`src/rtl/ucl_pkg.sv`:
```
package ucl_pkg;
    typedef enum logic [2:0] {
        ST_IDLE  = 3'd0,
        ST_HREQ  = 3'd1,
        ST_HWAIT = 3'd2,
        ST_CHECK = 3'd3,
        ST_BREQ  = 3'd4,
        ST_BWAIT = 3'd5,
        ST_FIN   = 3'd6
    } ucl_state_e;
endpackage

```
`src/rtl/ucl_bounds.sv`:
```
module ucl_bounds #(
    parameter int MEM_AW    = 22,
    parameter int CS_AW     = 10,
    parameter int PAGE_BASE = 256
) (
    input  logic [MEM_AW-1:0] first_i,
    input  logic [MEM_AW-1:0] last_i,
    input  logic [CS_AW-1:0]  base_i,
    output logic              bad_o,
    output logic              empty_o
);
    localparam int SW = MEM_AW + 2;
    localparam logic [SW-1:0] CS_DEPTH = SW'(1) << CS_AW;
    localparam logic [CS_AW-1:0] PB = CS_AW'(PAGE_BASE);

    logic [SW-1:0] span;
    logic [SW-1:0] reach;
    logic          backwards;

    always_comb begin
        backwards = last_i < first_i;
        span      = SW'(last_i) - SW'(first_i);
        reach     = SW'(base_i) + span;
        empty_o   = last_i == first_i;
        bad_o     = backwards || (base_i < PB) || (reach > CS_DEPTH);
    end
endmodule

```
`src/rtl/ucl_fsm.sv`:
```
module ucl_fsm
    import ucl_pkg::*;
#(
    parameter int MEM_AW    = 22,
    parameter int DATA_W    = 64,
    parameter int CS_AW     = 10,
    parameter int PAGE_BASE = 256
) (
    input  logic              clk,
    input  logic              rst_n,
    input  logic              start_i,
    input  logic [MEM_AW-1:0] start_addr_i,
    input  logic [CS_AW-1:0]  cs_base_i,
    output logic              mem_req_valid_o,
    input  logic              mem_req_ready_i,
    output logic [MEM_AW-1:0] mem_req_addr_o,
    input  logic              mem_rsp_valid_i,
    input  logic [DATA_W-1:0] mem_rsp_data_i,
    input  logic              bad_i,
    input  logic              empty_i,
    output logic [MEM_AW-1:0] first_o,
    output logic [MEM_AW-1:0] last_o,
    output logic [CS_AW-1:0]  base_o,
    output logic              cs_we_o,
    output logic [CS_AW-1:0]  cs_waddr_o,
    output logic [DATA_W-1:0] cs_wdata_o,
    output logic              busy_o,
    output logic              done_o,
    output logic              err_o,
    output logic [CS_AW-1:0]  done_base_o
);
    typedef struct packed {
        ucl_state_e        st;
        logic [MEM_AW-1:0] cur;
        logic [MEM_AW-1:0] first;
        logic [MEM_AW-1:0] last;
        logic [CS_AW-1:0]  base;
        logic [CS_AW-1:0]  wptr;
        logic              we;
        logic [CS_AW-1:0]  waddr;
        logic [DATA_W-1:0] wdata;
        logic              done;
        logic              err;
        logic [CS_AW-1:0]  dbase;
    } ucl_regs_t;

    ucl_regs_t r_q, r_d;

    always_comb begin
        r_d      = r_q;
        r_d.we   = 1'b0;
        r_d.done = 1'b0;
        r_d.err  = 1'b0;
        unique case (r_q.st)
            ST_IDLE: begin
                if (start_i) begin
                    r_d.st    = ST_HREQ;
                    r_d.cur   = start_addr_i;
                    r_d.first = start_addr_i;
                    r_d.base  = cs_base_i;
                end
            end
            ST_HREQ: begin
                if (mem_req_ready_i) r_d.st = ST_HWAIT;
            end
            ST_HWAIT: begin
                if (mem_rsp_valid_i) begin
                    r_d.last = mem_rsp_data_i[MEM_AW-1:0];
                    r_d.st   = ST_CHECK;
                end
            end
            ST_CHECK: begin
                if (bad_i) begin
                    r_d.err = 1'b1;
                    r_d.st  = ST_IDLE;
                end else if (empty_i) begin
                    r_d.done  = 1'b1;
                    r_d.dbase = r_q.base;
                    r_d.st    = ST_IDLE;
                end else begin
                    r_d.cur  = r_q.first + MEM_AW'(1);
                    r_d.wptr = r_q.base;
                    r_d.st   = ST_BREQ;
                end
            end
            ST_BREQ: begin
                if (mem_req_ready_i) r_d.st = ST_BWAIT;
            end
            ST_BWAIT: begin
                if (mem_rsp_valid_i) begin
                    r_d.we    = 1'b1;
                    r_d.waddr = r_q.wptr;
                    r_d.wdata = mem_rsp_data_i;
                    r_d.wptr  = r_q.wptr + CS_AW'(1);
                    if (r_q.cur == r_q.last) begin
                        r_d.st = ST_FIN;
                    end else begin
                        r_d.cur = r_q.cur + MEM_AW'(1);
                        r_d.st  = ST_BREQ;
                    end
                end
            end
            ST_FIN: begin
                r_d.done  = 1'b1;
                r_d.dbase = r_q.base;
                r_d.st    = ST_IDLE;
            end
            default: r_d.st = ST_IDLE;
        endcase
    end

    always_ff @(posedge clk or negedge rst_n) begin
        if (!rst_n) begin
            r_q    <= '0;
            r_q.st <= ST_IDLE;
        end else begin
            r_q <= r_d;
        end
    end

    assign mem_req_valid_o = (r_q.st == ST_HREQ) || (r_q.st == ST_BREQ);
    assign mem_req_addr_o  = r_q.cur;
    assign first_o         = r_q.first;
    assign last_o          = r_q.last;
    assign base_o          = r_q.base;
    assign cs_we_o         = r_q.we;
    assign cs_waddr_o      = r_q.waddr;
    assign cs_wdata_o      = r_q.wdata;
    assign busy_o          = r_q.st != ST_IDLE;
    assign done_o          = r_q.done;
    assign err_o           = r_q.err;
    assign done_base_o     = r_q.dbase;

    AST_REQ_HOLD: assert property (@(posedge clk) disable iff (!rst_n)
        mem_req_valid_o && !mem_req_ready_i |=> mem_req_valid_o && $stable(mem_req_addr_o));
    AST_ONE_OUTSTANDING: assert property (@(posedge clk) disable iff (!rst_n)
        mem_req_valid_o && mem_req_ready_i |=> !mem_req_valid_o);
    AST_DONE_NOT_BUSY: assert property (@(posedge clk) disable iff (!rst_n)
        done_o |-> !busy_o && !err_o);
    AST_DONE_BASE: assert property (@(posedge clk) disable iff (!rst_n)
        done_o |-> done_base_o == base_o);
    AST_ERR_NO_WRITE: assert property (@(posedge clk) disable iff (!rst_n)
        err_o |-> !cs_we_o && !busy_o);
    AST_WRITE_IN_PAGE: assert property (@(posedge clk) disable iff (!rst_n)
        cs_we_o |-> cs_waddr_o >= CS_AW'(PAGE_BASE));
    AST_BUSY_START_IGNORED: assert property (@(posedge clk) disable iff (!rst_n)
        busy_o && start_i && !done_o |=> $stable(first_o));
endmodule

```
`src/rtl/ucode_loader.sv`:
```
module ucode_loader #(
    parameter int MEM_AW    = 22,
    parameter int DATA_W    = 64,
    parameter int CS_AW     = 10,
    parameter int PAGE_BASE = 256
) (
    input  logic              clk,
    input  logic              rst_n,
    input  logic              start_i,
    input  logic [MEM_AW-1:0] start_addr_i,
    input  logic [CS_AW-1:0]  cs_base_i,
    output logic              mem_req_valid_o,
    input  logic              mem_req_ready_i,
    output logic [MEM_AW-1:0] mem_req_addr_o,
    input  logic              mem_rsp_valid_i,
    input  logic [DATA_W-1:0] mem_rsp_data_i,
    output logic              cs_we_o,
    output logic [CS_AW-1:0]  cs_waddr_o,
    output logic [DATA_W-1:0] cs_wdata_o,
    output logic              busy_o,
    output logic              done_o,
    output logic              err_o,
    output logic [CS_AW-1:0]  done_base_o
);
    logic              bad;
    logic              empty;
    logic [MEM_AW-1:0] first;
    logic [MEM_AW-1:0] last;
    logic [CS_AW-1:0]  base;

    ucl_bounds #(.MEM_AW(MEM_AW), .CS_AW(CS_AW), .PAGE_BASE(PAGE_BASE)) u_bounds (
        .first_i (first),
        .last_i  (last),
        .base_i  (base),
        .bad_o   (bad),
        .empty_o (empty)
    );

    ucl_fsm #(.MEM_AW(MEM_AW), .DATA_W(DATA_W), .CS_AW(CS_AW), .PAGE_BASE(PAGE_BASE)) u_fsm (
        .clk             (clk),
        .rst_n           (rst_n),
        .start_i         (start_i),
        .start_addr_i    (start_addr_i),
        .cs_base_i       (cs_base_i),
        .mem_req_valid_o (mem_req_valid_o),
        .mem_req_ready_i (mem_req_ready_i),
        .mem_req_addr_o  (mem_req_addr_o),
        .mem_rsp_valid_i (mem_rsp_valid_i),
        .mem_rsp_data_i  (mem_rsp_data_i),
        .bad_i           (bad),
        .empty_i         (empty),
        .first_o         (first),
        .last_o          (last),
        .base_o          (base),
        .cs_we_o         (cs_we_o),
        .cs_waddr_o      (cs_waddr_o),
        .cs_wdata_o      (cs_wdata_o),
        .busy_o          (busy_o),
        .done_o          (done_o),
        .err_o           (err_o),
        .done_base_o     (done_base_o)
    );
endmodule

```
`config.mk`:
```
export PLATFORM = sky130hd
export DESIGN_NAME = ucode_loader
export DESIGN_NICKNAME = d
export VERILOG_FILES = /design/src/rtl/ucl_pkg.sv /design/src/rtl/ucl_bounds.sv /design/src/rtl/ucl_fsm.sv /design/src/rtl/ucode_loader.sv
export SDC_FILE = /design/constraint.sdc
export NUM_CORES = 1
export LEC_CHECK = 0
export BUFFER_PORTS_ARGS = -buffer_cell sky130_fd_sc_hd__buf_2
export CAP_MARGIN = 10
export CORE_MARGIN = 10
export CORE_UTILIZATION = 31
export DETAILED_ROUTE_END_ITERATION = 10
export GPL_ROUTABILITY_DRIVEN = 0
export PLACE_DENSITY_LB_ADDON = 0.12
export SYNTH_ARGS = -nofsm -noshare
export SYNTH_HDL_FRONTEND = slang
export SYNTH_SLANG_ARGS = --single-unit
export TNS_END_PERCENT = 20
```
`constraint.sdc`:
```
create_clock -name clk -period 7.81 [get_ports clk]
set_input_delay 1.562 -clock clk [delete_from_list [all_inputs] [get_ports clk]]
set_output_delay 1.562 -clock clk [all_outputs]
set_load 0.05 [all_outputs]
```
==> reports/qor.txt <==
DP Area - 12000 um2
Synth area leader - dfrtp_1
Cells after synthesis - 1277
Initial Utilization - 0.316
Post-Synth Adder-Cell Area - 0.0412
Total power - 6.11 mW
Worst min path class - flip-flop to flip-flop
Synth Register Bits - 176
Clock share of power - 0.150
CP arrival - 5.95 ns
Area of the multi-input gates - 5700 um2
Post-synthesis mux area share - 0.0727
Worst-Skew Late Latency - 0.45 ns
Max-slew headroom - 0.220
DR iter-0 viols - 653
Setup TNS Final - 0 ns
Ranking of synthesized cells by area - dfrtp_1 (39%), nand2_1 (10%), buf_4 (7.2%)
Syn_nets - 1414
Psw - 2.97 mW
Post-route ant nets - 0
Final period util - 0.718
Actual slew at the worst max-slew pin - 1.16 ns
Vias - 9268
I/O Pins - 212
CP required - 8.15 ns
Largest net degree at the start of global routing - 68
Flop pwr share - 0.227
Fill cells - 3808
Synth top area share - 0.389
Die X - 211 um
Layout net count - 1494
Post-CTS Resized - 0
Wire length per cell - 20.0 um
Fin area - 12600 um2
First-pass GRT wire length - 56500 um
Setup Buffers After CTS - 0
CP Capture Type - flip-flop
Ys flop type - dfrtp_1
Simple-gate area share of the yosys netlist - 0.189
Mean area per synthesized cell - 8.86 um2
Synth Cell Area - 11300 um2
Internal - 3.13 mW
Warnings from Yosys - 0
Max Clk Rate - 178 MHz
Startpoint Class - flip-flop
Die ar. - 44500 um2
Clock buffer depth - 2
Layout area overhead - 11.4%
Total grt overflow - 0
Final Max Slew Viols - 0
Main combinational cell family by area after synthesis - simple AND/OR/NAND/NOR gates
Die H - 211 um
Final HPWL DP - 27900 um
Post-CTS Hold Fix Bufs - 0
FF+latch area - 4400 um2
Fin crit period - 5.61 ns
TritonCTS clock tree - yes
Cell Rows - 69
Finished Core Util - 0.352
Xor/xnor cell area share of the yosys netlist - 0.0526
Setup Skew - 0.0132 ns
Fraction of registers with async set/reset - 1.00
# setup viols final - 0
Wirelength, routed - 36600 um
Number of flops mapped to enable cells by yosys - 0
Unique masters post-synth - 90
CTS clk-pin slew, worst paths - 0.07 ns
DR vias/cell - 5.06
Leakage - 6.26 nW
Vias in the first global route - 9283
Share of layout cells above drive strength 1 - 0.248
Clock sinks - 176
Max VDD drop - 0.215 mV
Synth Area in Compound Gates - 0.147
Setup ws final - 2.20 ns
CTS Buf Count - 17
Max-Cap Viols - 0
Switching Share - 0.487
Drt drc - 0
GR Util All Layers - 0.163
Combinational Power Share - 0.623
TritonRoute pass-1 iters - 5
N_diodes - 0
Setup CP Type - flip-flop to flip-flop
RSZ-0062 raised after global routing - no
PortBufs - 211
Place WS - 2.23 ns
H-tree depth - 4
Pwr/cell area - 485 nW/um2
Clock root cell - clkbuf_16
Reg-to-reg slack, setup - 2.20 ns
Hold Vio Cnt, Final - 0
Core ar. - 35700 um2
Initial antenna violation count - 1
Sequential area share after synthesis - 0.389
Status - finished, final reports clean
Worst-path fanout max - 20
==> cell families (layout without fill, tap and decap cells) <==
| group | Yosys count | in the layout |
|---|---|---|
| fa+ha+maj | 36 | 36 |
| compound gates | 242 | 242 |
| flops | 176 | 176 |
| mux | 71 | 71 |
| simple gates | 483 | 483 |
| xor+xnor | 67 | 67 |
| buf+inv | 202 | 294 |
==> stage by stage <==
stage | cells | hold slack [ns]
2_1_floorplan | 1277 | 0.446
3_3_place_gp | 1799 | 0.452
3_5_place_dp | 1799 | 0.456
4_1_cts | 1830 | 0.472
5_1_grt | 1830 | 0.487
6_report | 1830 | 0.467
==> layout by cell type (no fill, tap or decap), types with 20 or more instances in the layout <==
cell type / netlist / routed
nand2_1: 312 / 311
xnor2_1: 46 / 46
o21ai_0: 77 / 77
dfrtp_1: 176 / 176
nor2_1: 45 / 44
mux2_2: 45 / 45
nand3_1: 34 / 34
buf_2: 6 / 210
inv_1: 40 / 40
ha_1: 34 / 34
a21oi_1: 43 / 43
xor2_1: 20 / 20
==> worst max-delay path, stage by stage, from the launching register on <==
cell      delay, ns
dfrtp_1        0.40
inv_1          0.08
ha_1           0.17
inv_1          0.06
fa_1           0.42
a211oi_1       0.36
o21ai_2        0.16
a31oi_1        0.22
xnor2_1        0.09
ha_1           0.40
nand2_1        0.07
o21ai_0        0.22
a221o_1        0.22
nand4_1        0.11
and3b_1        0.24
and4_1         0.29
nand4_1        0.12
mux2i_1        0.17
a211oi_2       0.32
nand4_1        0.74
a22o_1         0.46
a21o_1         0.17
==> Yosys cell counts (all sizes together) (3+ instances only) <==
cell	number
nor3	9
nor2	46
or2	3
dfrtp	176
o21ai	79
nor4	14
and2	9
nand3	34
and3	8
a21o	16
and4	4
o21bai	3
o21a	5
o41ai	3
or3	6
xor2	20
a211oi	7
clkbuf	33
o22ai	9
ha	34
o31ai	7
xnor2	47
inv	40
nand4	20
mux2i	15
a31oi	10
a22oi	9
o211ai	13
nand2b	5
buf	128
o2bb2ai	8
nand2	313
mux2	56
a21oi	46
==> power by group through the flow <==
| stage | Clock, mW | Sequential, mW | Combinational [mW] |
|---|---|---|---|
| after floorplan | 0 | 1.28 | 3.06 |
| after global placement | 0 | 1.41 | 3.78 |
| after detailed placement | 0 | 1.41 | 3.79 |
| after CTS | 0.948 | 1.39 | 3.81 |
| after global routing | 0.982 | 1.42 | 4.20 |
| final | 0.916 | 1.39 | 3.80 |
==> sequential cells by signal, summed over array words and instances, names as in the netlist <==
name                  flops
u_fsm.mem_req_addr_o     22
u_fsm.err_o               1
u_fsm.done_base_o        10
u_fsm.done_o              1
u_fsm.cs_waddr_o         10
u_fsm.cs_wdata_o         64
u_fsm.r_q                13
u_fsm.cs_we_o             1
u_fsm.base_o             10
u_fsm.first_o            22
u_fsm.last_o             22
==> path summary, 6_finish.rpt <==
| kind | start | endpoint | cells past startpoint |
|---|---|---|---|
| setup reg to reg | u_fsm.last_o[0]$_DFFE_PN0P_ | u_fsm.r_q[87]$_DFFE_PN0P_ | 21 |
| hold reg to reg | u_fsm.cs_wdata_o[62]$_DFFE_PN0P_ | u_fsm.cs_wdata_o[62]$_DFFE_PN0P_ | 2 |
| hold / removal | u_fsm.cs_wdata_o[62]$_DFFE_PN0P_ | u_fsm.cs_wdata_o[62]$_DFFE_PN0P_ | 2 |
| setup / recovery | u_fsm.last_o[0]$_DFFE_PN0P_ | u_fsm.r_q[87]$_DFFE_PN0P_ | 21 |
| max in group asynchronous | rst_n | u_fsm.cs_wdata_o[13]$_DFFE_PN0P_ | 2 |
| min in group asynchronous | rst_n | u_fsm.cs_wdata_o[59]$_DFFE_PN0P_ | 1 |
==> layout make-up <==
class	instances	share of cell area
multi-input cells	899	0.453
repair buffers	222	0.0911
flip-flops and latches	176	0.350
clock buffers	20	0.0363
clock inverters	11	0.0124
inverters	41	0.0122
well taps	461	0.0458
==> layer usage <==
layer / up-vias / GRT usage / routed length, um
met5: - / 0 / 13
met4: 2 / 0.0460 / 659
met3: 29 / 0.0343 / 1820
met2: 246 / 0.265 / 17400
met1: 4543 / 0.213 / 16700
li1: 4448 / - / -
Note: power is estimated with default switching activity, not from simulation.
